## src/rtl/pbus_pkg.sv

```systemverilog
package pbus_pkg;

   localparam int ON_W        = 4;
   localparam int OFF_W       = 6;
   localparam int EDGE_WORD_W = 30;
   localparam int CYC_WORD_W  = 28;

   // field positions within the edge word
   localparam int CSON_LSB  = 0;
   localparam int CSOFF_LSB = CSON_LSB + ON_W;
   localparam int WEON_LSB  = CSOFF_LSB + OFF_W;
   localparam int WEOFF_LSB = WEON_LSB + ON_W;
   localparam int REON_LSB  = WEOFF_LSB + OFF_W;
   localparam int REOFF_LSB = REON_LSB + ON_W;

   // field positions within the cycle word
   localparam int WCYC_LSB = 0;
   localparam int RCYC_LSB = WCYC_LSB + OFF_W;
   localparam int ACC_LSB  = 22;

   typedef logic [OFF_W-1:0] tick_t;
   localparam tick_t ONE_T = tick_t'(1);

   typedef enum logic [1:0] {
      OP_CMD  = 2'd0,
      OP_DATA = 2'd1,
      OP_READ = 2'd2,
      OP_ALT  = 2'd3
   } op_e;

   typedef struct packed {
      tick_t cs_on;
      tick_t cs_off;
      tick_t we_on;
      tick_t we_off;
      tick_t re_on;
      tick_t re_off;
      tick_t acc;
      tick_t wr_len;
      tick_t rd_len;
   } timing_t;

   function automatic tick_t tmax(input tick_t a, input tick_t b);
      return (a > b) ? a : b;
   endfunction

endpackage

```

## src/rtl/pbus_timing_legal.sv

```systemverilog
module pbus_timing_legal
   import pbus_pkg::*;
(
   input  logic [EDGE_WORD_W-1:0] edge_word,
   input  logic [CYC_WORD_W-1:0]  cyc_word,
   output timing_t                tim
);

   tick_t cs_on, we_on, re_on;
   tick_t we_off, re_off, cs_off;
   tick_t wcyc, rcyc, acc;

   always_comb begin
      cs_on  = tick_t'(edge_word[CSON_LSB +: ON_W]);
      we_on  = tick_t'(edge_word[WEON_LSB +: ON_W]);
      re_on  = tick_t'(edge_word[REON_LSB +: ON_W]);

      // each strobe must release strictly after it asserts
      we_off = tmax(edge_word[WEOFF_LSB +: OFF_W], we_on + ONE_T);
      re_off = tmax(edge_word[REOFF_LSB +: OFF_W], re_on + ONE_T);

      // chip select must outlast both strobes
      cs_off = tmax(tmax(edge_word[CSOFF_LSB +: OFF_W], cs_on + ONE_T),
                    tmax(we_off, re_off));

      wcyc   = tmax(cyc_word[WCYC_LSB +: OFF_W], we_off);
      rcyc   = tmax(cyc_word[RCYC_LSB +: OFF_W], re_off);
      acc    = tmax(cyc_word[ACC_LSB +: OFF_W], re_on + ONE_T);

      tim.cs_on  = cs_on;
      tim.cs_off = cs_off;
      tim.we_on  = we_on;
      tim.we_off = we_off;
      tim.re_on  = re_on;
      tim.re_off = re_off;
      tim.acc    = acc;
      tim.wr_len = tmax(wcyc, cs_off);
      tim.rd_len = tmax(tmax(rcyc, cs_off), acc);
   end

   logic unused_cyc_bits;
   assign unused_cyc_bits = ^cyc_word[ACC_LSB-1:RCYC_LSB+OFF_W];

endmodule

```

## src/rtl/pbus_tick_div.sv

```systemverilog
module pbus_tick_div #(
   parameter bit SLOW_EN = 1'b1
) (
   input  logic clk,
   input  logic rst_n,
   input  logic slow,
   input  logic restart,
   output logic tick
);

   generate
      if (SLOW_EN) begin : g_div
         logic ph;
         always_ff @(posedge clk or negedge rst_n) begin
            if (!rst_n)       ph <= 1'b0;
            else if (restart) ph <= 1'b0;
            else              ph <= ~ph;
         end
         assign tick = slow ? ph : 1'b1;
      end else begin : g_nodiv
         logic unused_div;
         assign unused_div = ^{clk, rst_n, slow, restart};
         assign tick = 1'b1;
      end
   endgenerate

endmodule

```

## src/rtl/pbus_edge_seq.sv

```systemverilog
module pbus_edge_seq
   import pbus_pkg::*;
#(
   parameter int DATA_W = 16
) (
   input  logic              clk,
   input  logic              rst_n,
   input  logic              tick,
   input  timing_t           tim_in,
   input  logic              req_valid,
   input  logic [1:0]        req_op,
   input  logic [DATA_W-1:0] req_wdata,
   output logic              req_ready,
   output logic              accept,
   input  logic [DATA_W-1:0] bus_din,
   output logic              cs_act,
   output logic              we_act,
   output logic              re_act,
   output logic              dc_data,
   output logic              oe,
   output logic [DATA_W-1:0] dout,
   output logic              rsp_valid,
   output logic [DATA_W-1:0] rsp_rdata
);

   logic              busy;
   tick_t             tcnt;
   timing_t           tim_q;
   logic              rd_q;
   logic              cmd_q;
   logic [DATA_W-1:0] wdata_q;
   tick_t             len_cur;
   logic              last_tick;

   function automatic logic in_win(input tick_t t, input tick_t on, input tick_t off);
      return (t >= on) && (t < off);
   endfunction

   assign len_cur   = rd_q ? tim_q.rd_len : tim_q.wr_len;
   assign last_tick = busy && tick && (tcnt == len_cur - ONE_T);
   assign req_ready = !busy || last_tick;
   assign accept    = req_valid && req_ready;

   always_ff @(posedge clk or negedge rst_n) begin
      if (!rst_n) begin
         busy    <= 1'b0;
         tcnt    <= '0;
         tim_q   <= '0;
         rd_q    <= 1'b0;
         cmd_q   <= 1'b0;
         wdata_q <= '0;
      end else if (accept) begin
         busy    <= 1'b1;
         tcnt    <= '0;
         tim_q   <= tim_in;
         rd_q    <= (req_op == OP_READ);
         cmd_q   <= (req_op == OP_CMD);
         wdata_q <= req_wdata;
      end else if (last_tick) begin
         busy    <= 1'b0;
      end else if (busy && tick) begin
         tcnt    <= tcnt + ONE_T;
      end
   end

   always_ff @(posedge clk or negedge rst_n) begin
      if (!rst_n) begin
         rsp_valid <= 1'b0;
         rsp_rdata <= '0;
      end else begin
         rsp_valid <= last_tick && rd_q;
         if (busy && rd_q && tick && (tcnt == tim_q.acc - ONE_T))
            rsp_rdata <= bus_din;
      end
   end

   assign cs_act  = busy && in_win(tcnt, tim_q.cs_on, tim_q.cs_off);
   assign we_act  = busy && !rd_q && in_win(tcnt, tim_q.we_on, tim_q.we_off);
   assign re_act  = busy && rd_q && in_win(tcnt, tim_q.re_on, tim_q.re_off);
   assign dc_data = !(busy && cmd_q);
   assign oe      = busy && !rd_q;
   assign dout    = wdata_q;

endmodule

```

## src/rtl/pbus_strobe_gen.sv

```systemverilog
module pbus_strobe_gen
   import pbus_pkg::*;
#(
   parameter int DATA_W  = 16,
   parameter bit SLOW_EN = 1'b1
) (
   input  logic                   clk,
   input  logic                   rst_n,
   input  logic [EDGE_WORD_W-1:0] cfg_edges,
   input  logic [CYC_WORD_W-1:0]  cfg_cycle,
   input  logic                   cfg_slow,
   input  logic [3:0]             cfg_pol,
   input  logic                   req_valid,
   output logic                   req_ready,
   input  logic [1:0]             req_op,
   input  logic [DATA_W-1:0]      req_wdata,
   output logic                   rsp_valid,
   output logic [DATA_W-1:0]      rsp_rdata,
   output logic                   bus_cs,
   output logic                   bus_we,
   output logic                   bus_re,
   output logic                   bus_dc,
   output logic                   bus_oe,
   output logic [DATA_W-1:0]      bus_dout,
   input  logic [DATA_W-1:0]      bus_din
);

   localparam int NUM_LINES = 4;

   generate
      if (DATA_W < 1) begin : g_bad_width
         $error("DATA_W must be at least 1");
      end
      if (ON_W >= OFF_W) begin : g_bad_fields
         $error("on-time fields must be narrower than off-time fields");
      end
      if (REOFF_LSB + OFF_W != EDGE_WORD_W) begin : g_bad_edge_word
         $error("edge word layout does not fill its width");
      end
   endgenerate

   timing_t tim;
   logic    tick;
   logic    accept;
   logic    cs_act, we_act, re_act, dc_data;
   logic [NUM_LINES-1:0] act_vec;
   logic [NUM_LINES-1:0] line_vec;

   pbus_timing_legal u_legal (
      .edge_word (cfg_edges),
      .cyc_word  (cfg_cycle),
      .tim       (tim)
   );

   pbus_tick_div #(.SLOW_EN(SLOW_EN)) u_div (
      .clk     (clk),
      .rst_n   (rst_n),
      .slow    (cfg_slow),
      .restart (accept),
      .tick    (tick)
   );

   pbus_edge_seq #(.DATA_W(DATA_W)) u_seq (
      .clk       (clk),
      .rst_n     (rst_n),
      .tick      (tick),
      .tim_in    (tim),
      .req_valid (req_valid),
      .req_op    (req_op),
      .req_wdata (req_wdata),
      .req_ready (req_ready),
      .accept    (accept),
      .bus_din   (bus_din),
      .cs_act    (cs_act),
      .we_act    (we_act),
      .re_act    (re_act),
      .dc_data   (dc_data),
      .oe        (bus_oe),
      .dout      (bus_dout),
      .rsp_valid (rsp_valid),
      .rsp_rdata (rsp_rdata)
   );

   // line order: 3 select, 2 write, 1 read, 0 command/data
   assign act_vec = {cs_act, we_act, re_act, dc_data};

   generate
      for (genvar i = 0; i < NUM_LINES; i++) begin : g_pol
         if (i == 0) begin : g_level
            assign line_vec[i] = act_vec[i] ^ cfg_pol[i];
         end else begin : g_strobe
            assign line_vec[i] = ~(act_vec[i] ^ cfg_pol[i]);
         end
      end
   endgenerate

   assign bus_cs = line_vec[3];
   assign bus_we = line_vec[2];
   assign bus_re = line_vec[1];
   assign bus_dc = line_vec[0];

endmodule

```

## config.mk

```make
export PLATFORM = sky130hd
export DESIGN_NAME = pbus_strobe_gen
export DESIGN_NICKNAME = d
export VERILOG_FILES = /design/src/rtl/pbus_pkg.sv /design/src/rtl/pbus_timing_legal.sv /design/src/rtl/pbus_tick_div.sv /design/src/rtl/pbus_edge_seq.sv /design/src/rtl/pbus_strobe_gen.sv
export SDC_FILE = /design/constraint.sdc
export NUM_CORES = 1
export LEC_CHECK = 0
export BUFFER_PORTS_ARGS = -buffer_cell sky130_fd_sc_hd__buf_2
export CAP_MARGIN = 20
export CORE_MARGIN = 4
export CORE_UTILIZATION = 45
export CTS_CLUSTER_DIAMETER = 100
export CTS_CLUSTER_SIZE = 40
export DETAILED_ROUTE_END_ITERATION = 6
export PLACE_DENSITY = 0.67
export SLEW_MARGIN = 5
export SYNTH_ARGS = -nofsm -noshare
export SYNTH_HDL_FRONTEND = slang
export SYNTH_SLANG_ARGS = --single-unit
```

## constraint.sdc

```tcl
create_clock -name clk -period 5.3 [get_ports clk]
set_input_delay 0.265 -clock clk [delete_from_list [all_inputs] [get_ports clk]]
set_output_delay 0.265 -clock clk [all_outputs]
set_load 0.01 [all_outputs]
```

Yosys cells after proc, flatten, opt, wreduce, memory -nomap -nowiden. Index checks and enable logic that the tools add are counted.

Flip-flop bits (word level): 91. Input port bits: 100.

$add $sub $neg: 6. Magnitude comparators: 17. Equal/unequal tests: 4. Mux-type cells: 19. Bitwise logic cells: 8. Reduce and logical (&&, ||, !) cells: 23.

Operators with widths (number): $mux W6 (15); $gt A6 B6 Y1 (11); $ge A6 B4 Y1 (3); $lt A6 B6 Y1 (3); $add A4 B1 Y5 const B (3); $logic_and A1 B1 Y1 (15); $eq A6 B6 Y1 (2); $sub A6 B1 Y6 const B (2); $add A6 B1 Y6 const B (1); $mux W1 (4); $not A1 Y1 (4); $reduce_bool A2 Y1 (2); $xor A1 B1 Y1 (4); $logic_not A1 Y1 (3); $eq A2 B2 Y1 const B (1); $logic_not A2 Y1 (1); $ne A2 B2 Y1 const B (1); $reduce_and A2 Y1 (1); $logic_or A1 B1 Y1 (1).

Depth between registers and ports, before layout.
Depth after elaboration: 11. Mapped depth: 52. Gate-level depth less buffers: 50.

Hierarchy. Synthesis repeated with hierarchy kept, for this count alone.

Cells, all modules: 803. Area total of the unflattened synthesis: 7728.7 um^2.

Modules (own cells, without submodules): pbus_edge_seq (instances 1, cells an instance 429, area an instance 4906.0 um^2, seq. area each 2402.3 um^2); pbus_timing_legal (instances 1, cells an instance 367, area an instance 2752.6 um^2, seq. area each 0.0 um^2); pbus_strobe_gen (instances 1, cells an instance 4, area an instance 35.0 um^2, seq. area each 0.0 um^2); pbus_tick_div (instances 1, cells an instance 3, area an instance 35.0 um^2, seq. area each 25.0 um^2).

Worst setup path after synthesis. No wires, ideal clock.

Path kind: input to register. Start point: input cfg_edges[20]. End point: register u_seq.tim_q[2] (netlist bit). Library setup time: 0.126 ns. Data arrival time: 8.577 ns. Path slack: -3.403 ns. Stages: 47. Cells stage by stage: ha_1 xor2_1 inv_1 ha_1 and3b_1 o21a_1 o22ai_1 a211o_1 buf_6 mux2i_1 ha_1 nand3_1 o21ai_0 nand2_1 mux2i_1 o221a_1 o32ai_2 buf_6 [11 not listed] o21ai_0 a21o_1 nor2_1 o21a_1 o211ai_1 and4b_1 buf_6 mux2_2 ha_1 nor2b_1 o21a_1 o21ai_0 nand2b_1 a21oi_1 nor2b_1 o22ai_1 nor2_1 a221o_1.

Longest elaborated chain between the ends: 11.

Ends and longest elaborated chain: from (decl) (line pbus_strobe_gen.sv:9) `input logic [EDGE_WORD_W-1:0] cfg_edges,`; $add A4 B1 Y5 (*) (line pbus_timing_legal.sv:20, pbus_timing_legal.sv:28); $gt A6 B6 Y1 (line pbus_pkg.sv:44) `return (a > b) ? a : b;`; $mux W6 (line pbus_pkg.sv:44); $gt A6 B6 Y1 (line pbus_pkg.sv:44); $mux W6 (line pbus_pkg.sv:44); $gt A6 B6 Y1 (line pbus_pkg.sv:44); $mux W6 (line pbus_pkg.sv:44); $gt A6 B6 Y1 (line pbus_pkg.sv:44); $mux W6 (line pbus_pkg.sv:44); $gt A6 B6 Y1 (line pbus_pkg.sv:44); $mux W6 (*) (line pbus_pkg.sv:44); to (signal assigned) (line pbus_edge_seq.sv:55) `tim_q <= tim_in;`; to (decl) (line pbus_edge_seq.sv:28) `timing_t tim_q;`.

Every way passes the cells marked *; elsewhere a longest branch is shown, timed or not. A chain may end at the register's enable or synchronous reset.

Worst setup path in the final report. Same ends and word-level chain as after synthesis.

==> results.tsv <==
stage	metric	value	unit
synthesis	Distinct cells, synth	68	
clock_network	TritonCTS Buffers	9	
timing	worst-margin pin slew	0.998	ns
floorplan	Ports	139	
floorplan	Initial Utilization	45.7	%
critical_path	reg2reg end	u_seq.tim_q[1]	
timing	Max-slew headroom	33.2	%
outcome	status	finished, violations left	
critical_path	Reg2Reg Depth	10	
critical_path	CP max stage delay	0.39	ns
synthesis	YS warnings	0	
pwr	peak ir drop on the vdd network	0.206	mV
grt	antenna violations before repair	0	
cells_and_area	cell area after layout	9550	sq um
clock_network	worst skew pair latency	0.35	ns
timing	crit path time final	7.90	ns
placement	area of placed instances	8850	sq um
placement	Inst Count DP	1204	
placement	Port Buffers	128	
critical_path	critical path capture point type	flip-flop	
synthesis	Main synth FF type	dfrtp_1	
flow_run	max-cap viol count	0	
timing	FMAX	127	MHz
synthesis	Synth Instances	785	
timing	worst setup margin	-2.60	ns
route	DRC Markers	0	
route	Routed WL per cell	15.3	microns
critical_path	Worst Setup EP	u_seq.tim_q[2]	
route	DR iter-0 viols	377	
cells_and_area	Finished Layout Cells	1238	
placement	post-DP HPWL	14500	microns
placement	routability cong.	0.904	
clock_network	clk buf depth	2	
critical_path	Worst path slowest cell	a211o_1	
clock_network	H-tree levels	3	
synthesis	Mapped Avg Cell Area	8.82	sq um
clock_network	CTS tree	built	
cells_and_area	layout cells sized above 1	36.6	%
cells_and_area	register area	2280	sq um
pwr	PD cells	485	nW/um^2
cells_and_area	final net count	1229	
route	Antenna Nets Post-Route	0	
clock_network	Root Driver	clkbuf_16	
synthesis	Post-Syn Nets	969	
route	final wirelength	18900	microns
floorplan	die width	132	microns
floorplan	core area	15100	sq um
route	Via density	5.19	
clock_network	clk slew on worst S/H paths	0.07	ns
synthesis	register bit total from synthesis	91	
timing	final hold violation count	0	
cells_and_area	P&R area growth vs syn	38.0	%
critical_path	Worst Setup SP	cfg_edges[20]	
pwr	Pleak	4.84	nW
outcome	failing checks	setup timing	
timing	Final Max Slew Viols	0	
grt	largest net degree at the start of global routing	58	
timing	period utilisation layout	149	%
grt	Overflow after GRT	0	
synthesis	Async S/R FF share, synth	100	%
critical_path	startpoint types	input port	
timing	Worst Skew	0.00795	ns
cells_and_area	most common cell after layout, fill and taps aside	buf_4	
clock_network	clock sinks	91	
worst_hold_path	hold path start	req_wdata[4]	
pwr	Tot Pwr	4.63	mW
worst_hold_path	HP Class	input port to flip-flop	
critical_path	CP arrival	8.13	ns
cells_and_area	area of the multi-input gates	4630	sq um
grt	GRT Overall Usage	21.5	%
cells_and_area	# diodes	0	
critical_path	WP data required	5.53	ns
critical_path	Crit Path Class	input port to flip-flop	
cells_and_area	commonest cells after routing, fill and taps aside	buf_4, buf_2, nand2_1	
grt	first-pass GRT wire length	30800	microns
critical_path	worst-path fanout max	7	
critical_path	R2R Setup Slk	1.69	ns
synthesis	synthesized cell area	6920	sq um
synthesis	sequential area share after synthesis	32.9	%
route	drt pass-1 iters	5	
floorplan	die area	17400	sq um
floorplan	# rows	45	
grt	vias in the first global route	6208	
floorplan	Die H	132	microns
synthesis	Post-synth EDFFs	0	
route	Vias	6425	
cells_and_area	Fillers	1291	
timing	final setup fails	12	
timing	unrepaired setup endpoints after global routing	yes	
critical_path	worst r2r src	u_seq.rd_q	
timing	sum of negative setup slack	-23.35	ns
critical_path	CP most frequent cell	ha_4	
placement	Place WS	-3.04	ns
-- timing repair --
item,in CTS,in global routing
hold buffers,1,0
gates resized for setup,30,26
pin swaps,28,25
endpoints found under the setup margin,12,16
buffers inserted,13,5
endpoints found under the hold margin,34,0
-- critical path: cells and delay by family --
family	cells	cell delay [ns]
xor+xnor	1	0.13
compound gates	17	2.93
simple gates	14	1.80
buf+inv	4	0.39
fa+ha+maj	6	1.38
mux	5	1.22
-- registers in the layout (all words and copies together) (netlist names) --
name             count
u_seq.rsp_valid      1
u_seq.rd_q           1
u_seq.tcnt           6
u_seq.cmd_q          1
u_seq.busy           1
u_div.g_div.ph       1
u_seq.dout          16
u_seq.tim_q         48
u_seq.rsp_rdata     16
-- cells by family (layout without fill, tap and decap cells) --
| group | count (synthesis) | in the layout | share of synthesized area (%) |
|---|---|---|---|
| adders and majority gates | 85 | 85 | 15.3 |
| muxes | 54 | 54 | 8.53 |
| xor gates and xnor gates | 33 | 33 | 4.39 |
| buffers and inverters | 97 | 362 | 5.68 |
| DFF | 91 | 91 | 32.9 |
| and+or+nand+nor | 253 | 253 | 17.3 |
| AOI/OAI and AO/OA | 172 | 172 | 15.9 |
-- power by group --
part	total (mW)	internal (mW)	switching, mW	leakage, nW
clock	0.702	0.419	0.283	0.155
sequential	1.28	1.02	0.264	1.13
combinational	2.64	1.31	1.33	3.56
total	4.63	2.75	1.88	4.84
-- metrics by stage --
| stage | hold WS, ns | utilization [%] |
|---|---|---|
| floorplan | -0.0306 | - |
| global placement | 0.243 | 58.5 |
| detailed placement | 0.246 | 58.5 |
| CTS | 0.0932 | 62.2 |
| global route | 0.0985 | 63.0 |
| finish | 0.101 | 63.0 |
-- area by class of cell --
class | instances | share of cell area (%)
multi-input combinational | 597 | 48.5
timing repair buffer | 276 | 19.0
tap | 188 | 2.46
inverter | 70 | 2.78
clock buffer | 10 | 2.40
clock inverter | 6 | 1.01
sequential | 91 | 23.8
-- metal layers --
metal | GRT usage (%) | wire length, microns | vias to the layer above
met1 | 29.9 | 9010 | 2999
met5 | 0 | 0 | -
met4 | 5.78 | 252 | 0
met2 | 35.5 | 8920 | 146
met3 | 2.52 | 746 | 20
li1 | - | - | 3260
-- Yosys cell counts, types with 4 or more instances --
cell type	instances	share of area (%)
a21o_1	10	1.1
a21oi_1	28	2.0
a221o_1	5	0.72
a32oi_1	4	0.51
and3_1	7	0.63
buf_1	4	0.22
clkbuf_1	17	0.92
dfrtp_1	91	33
ha_1	84	15
inv_1	70	3.8
mux2_2	28	4.6
mux2i_1	23	3.3
nand2_1	127	6.9
nand2b_1	11	0.99
nand3_1	18	1.3
nand4_1	8	0.72
nor2_1	34	1.8
nor2b_1	16	1.4
nor3_1	6	0.43
o211ai_1	8	0.87
o21a_1	10	1.1
o21ai_0	74	5.4
o31ai_1	4	0.43
or3_1	4	0.36
xnor2_1	17	2.2
xor2_1	14	1.8
-- how the worst min path moves through the flow --
| stage | to | slack, ns | cells past startpoint |
|---|---|---|---|
| detailed placement | u_seq.rsp_rdata[13] | 0.25 | 1 |
| floorplan | u_div.g_div.ph | -0.03 | 0 |
| global placement | u_seq.rsp_rdata[8] | 0.24 | 1 |
| finish | u_seq.dout[4] | 0.10 | 3 |
| CTS | u_seq.dout[15] | 0.09 | 3 |
| global route | u_seq.dout[10] | 0.1 | 3 |
Power figures use the tool's default switching activity.
